--- config.mk ---
export PLATFORM = sky130hd
export DESIGN_NAME = usb_in_ep_ctrl
export DESIGN_NICKNAME = d
export VERILOG_FILES = /design/src/rtl/usb_in_pkg.sv /design/src/rtl/in_size_track.sv /design/src/rtl/in_pkt_engine.sv /design/src/rtl/in_progress_calc.sv /design/src/rtl/usb_in_ep_ctrl.sv
export SDC_FILE = /design/constraint.sdc
export NUM_CORES = 1
export LEC_CHECK = 0
export BUFFER_PORTS_ARGS = -buffer_cell sky130_fd_sc_hd__buf_2
export CAP_MARGIN = 40
export CORE_UTILIZATION = 55
export DETAILED_ROUTE_END_ITERATION = 8
export PLACE_DENSITY_LB_ADDON = 0.05
export SLEW_MARGIN = 15
export SYNTH_ARGS = -nofsm -noshare
export SYNTH_HDL_FRONTEND = slang
export SYNTH_SLANG_ARGS = --single-unit
--- constraint.sdc ---
create_clock -name clk -period 27.7 [get_ports clk]
set_clock_uncertainty 0.1 [all_clocks]
set_input_delay 4.155 -clock clk [delete_from_list [all_inputs] [get_ports clk]]
set_output_delay 4.155 -clock clk [all_outputs]
set_load 0.1 [all_outputs]
--- src/rtl/usb_in_pkg.sv ---
package usb_in_pkg;

    typedef enum logic [1:0] {
        RSP_NONE = 2'd0,
        RSP_DATA = 2'd1,
        RSP_ZLP  = 2'd2,
        RSP_NAK  = 2'd3
    } rsp_e;

    typedef struct packed {
        logic en;
        logic nak;
        logic data_avail;
        logic zlp_pend;
        logic cnt_zero;
    } tok_ctx_t;

    function automatic rsp_e pick_rsp(input tok_ctx_t c);
        if (!c.en || c.nak)  return RSP_NAK;
        if (c.data_avail)    return RSP_DATA;
        if (c.zlp_pend)      return RSP_ZLP;
        return RSP_NAK;
    endfunction

    function automatic logic empty_hit(input tok_ctx_t c);
        return c.en && !c.nak && !c.data_avail && !c.zlp_pend && c.cnt_zero;
    endfunction

endpackage

--- src/rtl/in_size_track.sv ---
module in_size_track #(
    parameter int SIZE_W = 19,
    parameter int LEN_W  = 11
) (
    input  logic              clk,
    input  logic              rst,
    input  logic              load,
    input  logic [SIZE_W-1:0] load_size,
    input  logic              en,
    input  logic              buf_full,
    input  logic              wr_valid,
    input  logic [LEN_W-1:0]  wr_len,
    output logic [SIZE_W-1:0] rem_size,
    output logic              wr_data_acc,
    output logic              wr_zlp
);
    localparam int PAD_W = SIZE_W - LEN_W;

    logic [SIZE_W-1:0] len_ext;

    assign len_ext     = {{PAD_W{1'b0}}, wr_len};
    assign wr_data_acc = wr_valid && en && (wr_len != '0) && (rem_size != '0) && !buf_full;
    assign wr_zlp      = wr_valid && en && (wr_len == '0);

    always_ff @(posedge clk) begin
        if (rst) begin
            rem_size <= '0;
        end else if (load) begin
            rem_size <= load_size;
        end else if (wr_data_acc) begin
            rem_size <= (len_ext >= rem_size) ? '0 : rem_size - len_ext;
        end
    end

    p_size_never_rises_r3: assert property (@(posedge clk) disable iff (rst)
        !load |=> rem_size <= $past(rem_size));

endmodule

--- src/rtl/in_pkt_engine.sv ---
module in_pkt_engine
    import usb_in_pkg::*;
#(
    parameter int PKT_W    = 10,
    parameter int BUF_PKTS = 8
) (
    input  logic             clk,
    input  logic             rst,
    input  logic             load,
    input  logic [PKT_W-1:0] load_pkts,
    input  logic             en,
    input  logic             nak,
    input  logic             wr_data_acc,
    input  logic             wr_zlp,
    input  logic             token,
    input  logic             ack,
    input  logic             tmo,
    output logic [PKT_W-1:0] rem_pkts,
    output logic             buf_full,
    output rsp_e             rsp,
    output logic             irq_empty
);
    localparam int BUF_W = $clog2(BUF_PKTS + 1);

    logic [BUF_W-1:0] buf_cnt;
    logic             zlp_pend;
    logic             awaiting;
    tok_ctx_t         ctx;
    rsp_e             rsp_next;
    logic             ack_take;
    logic             tmo_take;

    assign buf_full = (buf_cnt == BUF_W'(BUF_PKTS));
    assign ctx      = '{en: en, nak: nak, data_avail: (buf_cnt != '0),
                        zlp_pend: zlp_pend, cnt_zero: (rem_pkts == '0)};
    assign rsp_next = token ? pick_rsp(ctx) : RSP_NONE;
    assign ack_take = ack && awaiting && en;
    assign tmo_take = tmo && awaiting && en;

    always_ff @(posedge clk) begin
        if (rst) begin
            rem_pkts  <= '0;
            buf_cnt   <= '0;
            zlp_pend  <= 1'b0;
            awaiting  <= 1'b0;
            rsp       <= RSP_NONE;
            irq_empty <= 1'b0;
        end else if (load) begin
            rem_pkts  <= load_pkts;
            buf_cnt   <= '0;
            zlp_pend  <= 1'b0;
            awaiting  <= 1'b0;
            rsp       <= RSP_NONE;
            irq_empty <= 1'b0;
        end else begin
            rsp       <= rsp_next;
            irq_empty <= token && empty_hit(ctx);
            buf_cnt   <= buf_cnt + BUF_W'(wr_data_acc) - BUF_W'(ack_take);
            if (wr_zlp)
                zlp_pend <= 1'b1;
            if (rsp_next == RSP_ZLP)
                zlp_pend <= 1'b0;
            if (((rsp_next == RSP_ZLP) || ack_take) && (rem_pkts != '0))
                rem_pkts <= rem_pkts - 1'b1;
            if (ack_take || tmo_take)
                awaiting <= 1'b0;
            if (rsp_next == RSP_DATA)
                awaiting <= 1'b1;
        end
    end

    p_pkts_no_underflow_r12: assert property (@(posedge clk) disable iff (rst)
        (!load && rem_pkts == '0) |=> rem_pkts == '0);

    p_timeout_keeps_count_r5: assert property (@(posedge clk) disable iff (rst)
        (!load && tmo && !ack && !token) |=> $stable(rem_pkts));

    p_empty_irq_with_nak_r7: assert property (@(posedge clk) disable iff (rst)
        irq_empty |-> rsp == RSP_NAK);

    p_buf_bounded_r3: assert property (@(posedge clk) disable iff (rst)
        buf_cnt <= BUF_W'(BUF_PKTS));

endmodule

--- src/rtl/in_progress_calc.sv ---
module in_progress_calc #(
    parameter int SIZE_W = 19,
    parameter int PKT_W  = 10,
    parameter int LEN_W  = 11
) (
    input  logic [SIZE_W-1:0]      init_size,
    input  logic [PKT_W-1:0]       init_pkts,
    input  logic [PKT_W-1:0]       rem_pkts,
    input  logic [LEN_W-1:0]       mps,
    output logic [PKT_W+LEN_W-1:0] bytes_sent,
    output logic [SIZE_W-1:0]      bytes_left
);
    localparam int PROD_W = PKT_W + LEN_W;
    localparam int CMP_W  = (SIZE_W > PROD_W) ? SIZE_W : PROD_W;

    logic [PKT_W-1:0] done_pkts;
    logic [CMP_W-1:0] size_ext;
    logic [CMP_W-1:0] sent_ext;
    logic [CMP_W-1:0] diff;

    assign done_pkts  = init_pkts - rem_pkts;
    assign bytes_sent = PROD_W'(done_pkts) * PROD_W'(mps);
    assign size_ext   = CMP_W'(init_size);
    assign sent_ext   = CMP_W'(bytes_sent);
    assign diff       = size_ext - sent_ext;
    assign bytes_left = (sent_ext >= size_ext) ? '0 : diff[SIZE_W-1:0];

endmodule

--- src/rtl/usb_in_ep_ctrl.sv ---
module usb_in_ep_ctrl
    import usb_in_pkg::*;
#(
    parameter int SIZE_W   = 19,
    parameter int PKT_W    = 10,
    parameter int LEN_W    = 11,
    parameter int BUF_PKTS = 8
) (
    input  logic                   clk,
    input  logic                   rst,
    input  logic                   cfg_load,
    input  logic                   cfg_en,
    input  logic [SIZE_W-1:0]      cfg_size,
    input  logic [PKT_W-1:0]       cfg_pkts,
    input  logic [LEN_W-1:0]       cfg_mps,
    input  logic                   ep_nak,
    input  logic                   wr_valid,
    input  logic [LEN_W-1:0]       wr_len,
    input  logic                   in_token,
    input  logic                   hs_ack,
    input  logic                   hs_timeout,
    output logic [1:0]             tok_rsp,
    output logic                   irq_empty,
    output logic                   irq_done,
    output logic                   ep_enabled,
    output logic [SIZE_W-1:0]      rem_size,
    output logic [PKT_W-1:0]       rem_pkts,
    output logic [PKT_W+LEN_W-1:0] bytes_sent,
    output logic [SIZE_W-1:0]      bytes_left
);
    logic [SIZE_W-1:0] init_size;
    logic [PKT_W-1:0]  init_pkts;
    logic [LEN_W-1:0]  mps_q;
    logic              buf_full;
    logic              wr_data_acc;
    logic              wr_zlp;
    logic              finish_now;
    rsp_e              rsp_q;

    assign tok_rsp    = rsp_q;
    assign finish_now = ep_enabled && !cfg_load && (rem_size == '0) && (rem_pkts == '0);

    always_ff @(posedge clk) begin
        if (rst) begin
            ep_enabled <= 1'b0;
            irq_done   <= 1'b0;
            init_size  <= '0;
            init_pkts  <= '0;
            mps_q      <= '0;
        end else if (cfg_load) begin
            ep_enabled <= cfg_en;
            irq_done   <= 1'b0;
            init_size  <= cfg_size;
            init_pkts  <= cfg_pkts;
            mps_q      <= cfg_mps;
        end else begin
            irq_done <= finish_now;
            if (finish_now)
                ep_enabled <= 1'b0;
        end
    end

    in_size_track #(.SIZE_W(SIZE_W), .LEN_W(LEN_W)) i_size (
        .clk        (clk),
        .rst        (rst),
        .load       (cfg_load),
        .load_size  (cfg_size),
        .en         (ep_enabled),
        .buf_full   (buf_full),
        .wr_valid   (wr_valid),
        .wr_len     (wr_len),
        .rem_size   (rem_size),
        .wr_data_acc(wr_data_acc),
        .wr_zlp     (wr_zlp)
    );

    in_pkt_engine #(.PKT_W(PKT_W), .BUF_PKTS(BUF_PKTS)) i_pkt (
        .clk        (clk),
        .rst        (rst),
        .load       (cfg_load),
        .load_pkts  (cfg_pkts),
        .en         (ep_enabled),
        .nak        (ep_nak),
        .wr_data_acc(wr_data_acc),
        .wr_zlp     (wr_zlp),
        .token      (in_token),
        .ack        (hs_ack),
        .tmo        (hs_timeout),
        .rem_pkts   (rem_pkts),
        .buf_full   (buf_full),
        .rsp        (rsp_q),
        .irq_empty  (irq_empty)
    );

    in_progress_calc #(.SIZE_W(SIZE_W), .PKT_W(PKT_W), .LEN_W(LEN_W)) i_prog (
        .init_size (init_size),
        .init_pkts (init_pkts),
        .rem_pkts  (rem_pkts),
        .mps       (mps_q),
        .bytes_sent(bytes_sent),
        .bytes_left(bytes_left)
    );

    p_disabled_naks_r9: assert property (@(posedge clk) disable iff (rst)
        (in_token && !ep_enabled && !cfg_load) |=> tok_rsp == 2'd3);

    p_done_drops_enable_r10: assert property (@(posedge clk) disable iff (rst)
        irq_done |-> !ep_enabled);

    p_done_single_pulse_r10: assert property (@(posedge clk) disable iff (rst)
        irq_done |=> !irq_done);

endmodule

==> run metrics <==
vias in the first global route 7654; Seq cells post-synth 80; Initial DRC Count 441; post-route ant nets 0; Hold Path Depth 2; initial antenna violation count 0; R2R Setup Slk 24380 ps; worst hold margin 371 ps; largest family of logic cells by synthesized area adder cells; Post-Synth XOR/XNOR Area 5.42%; top cell type's share of synthesized area between 15 and 20%; worst reg2reg endpoint i_size.rem_size[13]; CP dominant cell by count fa_1; Fmax achieved 0.0704 GHz; Worst EP arrival 9950 ps; GRT Overall Usage 27.6%; Crit Path Class flop to primary output; setup violators final 0; EDFF count, synth 0; # DRC 0; Top Family by Delay on Critical Path adder cells; hold_sp init_size[18]; Slew Viols, Final 0; unrepaired setup endpoints after global routing no; CTS Hold Buffers Added 0; Reg clk slew, reported paths 60 ps; layout cells sized above 1 between 10% and 20%; later-pin clock latency in the skew report 350 ps; worst reg2reg path depth 11; core area 16600 um^2; largest net degree at the start of global routing 73; I/O Pins 134; type of destination of the critical path primary output; first-pass GRT wire length 38400 um; Starting Density 56.3%; CTS root buf clkbuf_16; chip width 133 um; TNS Setup 0 ps; Post-Route WL 23800 um; Synth Instances ~1100; Async S/R FF share, synth 0%; post-DR wirelength/cell 16.5 um; Worst Max-Slew Pin Slew between 900 and 1000 ps; GPL Wtd Cong 0.877; commonest non-fill, non-tap cells in the layout inv_1 (147), buf_2 (133), ha_1 (118), nor2_1 (100), nand2_1 (84); H-tree level count 3; most common cell after layout, fill and taps aside inv_1; vias per cell roughly 5.5; # resized after CTS 0; startpoint class of the critical path flop; Simple-Gate Fraction of Synth Area 20.5%; Via Count 7944; Layout Nets 1475; post-synthesis compound-gate area fraction 14.3%; Worst Path Max Fanout 15; post-synthesis mux area share 3.32%; clk sinks 80; Die ar. 17600 um^2; register area share after synthesis 17.1%; adder and majority gate portion of the synthesized area 31.5%; CP bufs+invs 3; unique cell type count in the Yosys netlist 71; postcts setup bufs 0; CP peak stage delay 640 ps; post-synth top area cell dfxtp_1; synthesized cell area around 9400 um^2; Synth Area per Inst 8.42 um^2; crit path max-delay cell type xnor2_1; Max clock buf depth 2; yosys warns 0; reg2reg start i_size.rem_size[1]; ranking of synthesized cells by area dfxtp_1 (17%), fa_1 (16%), ha_1 (16%), inv_1 (5.9%), and2_1 (4.2%); Tcrit/Tclk final between 50% and 60%; top_reg_cell synth dfxtp_1; post-DP HPWL 18800 um; GR Overflow Total 0; CTS Buf Count 9; TritonCTS clock tree yes; drt first pass iters 6; Hold Path Class flop to flop; Hold Vio Cnt, Final 0; Die Span Y 133 um; total of max-cap violations 0; Buffers on Ports 133; hold-critical path endpoint init_size[18]; outcome finished, final reports clean; net count after synthesis between 1000 and 1500; Rows 47; n_diodes 0; area grow syn2layout 12.5%; minimum clock period 14200 ps; WP data required approximately 23000 ps; slew margin rel. approximately 36%
[worst max-delay path by stage]
stage,slack [ps],depth (start not counted),to,from
after detailed placement,13880,35,bytes_left[7],init_pkts[0]
after global routing,12650,36,bytes_left[7],init_pkts[0]
final,13500,35,bytes_left[7],init_pkts[0]
after floorplan,11190,37,bytes_left[3],i_pkt.rem_pkts[2]
after CTS,13480,35,bytes_left[7],init_pkts[0]
after global placement,13980,34,bytes_left[3],init_pkts[0]
[cell families after synthesis]
kind of cell    after synthesis
compound gates              192
fa+ha+maj                   192
xor+xnor                     58
simple gates                371
flops                        80
mux                          31
buf+inv                     190
[routing by layer]
metal  global-route usage (%)  vias up  wire [um]
li1                         -     3927          -
met1                     37.3     3793      11100
met2                     45.7      189      11200
met3                     4.33       35       1130
met4                     7.66        0        443
met5                        0        -          0
[area by class of cell]
type | instances | area [um^2]
Fill cell | 1539 | 6100
Multi-Input combinational cell | 844 | 7040
Clock inverter | 5 | 63.8
Tap cell | 220 | 275
Timing Repair Buffer | 140 | 758
Sequential cell | 80 | 1600
Clock buffer | 11 | 253
Inverter | 148 | 556
[stage by stage]
step,worst slack (ps),area (um^2),cells,utilization (%)
finish,13500,10500,1448,63.4
global route,12650,10500,1448,63.4
CTS,13480,10500,1448,63.4
detailed placement,13880,10200,1432,61.5
global placement,13980,10200,1430,61.1
floorplan,11190,9380,1114,-
[cell usage after synthesis (all sizes together), types with 3 or more instances]
master	number
nor2b	22
a31oi	8
a211oi	11
nand2	84
and4	4
or3	5
nand3	5
a21boi	3
a22oi	3
buf	6
dfxtp	80
a21o	21
fa	74
nand3b	5
o211ai	6
mux2i	30
inv	147
xnor2	36
a222oi	13
nand4	6
clkbuf	36
nor2	111
o21bai	4
and3	11
nand2b	24
and2	63
nor4	6
xor2	22
a21oi	56
o21a	14
nor3	16
ha	118
o21ai	31
[flip-flops by register name, summed over array words and instances (netlist names), 2 cells and up]
signal and cells:
init_size 19, i_pkt.rsp 2, i_pkt.rem_pkts 10, init_pkts 10, mps_q 11, i_pkt.buf_cnt 4
i_size.rem_size 19
[worst register-to-register path, delay by kind of cell, from the launching register on]
| kind | cells | cell delay [ps] |
|---|---|---|
| AO/OA/AOI/OAI | 7 | 1770 |
| flip-flops | 1 | 440 |
| AND/OR/NAND/NOR | 2 | 320 |
| adder cells (fa/ha/maj) | 1 | 290 |
| buffers and inverters | 1 | 260 |
Power is left out: the tool's default activity adds up to more than one toggle a clock period on the data nets, which glitch-free logic cannot reach.
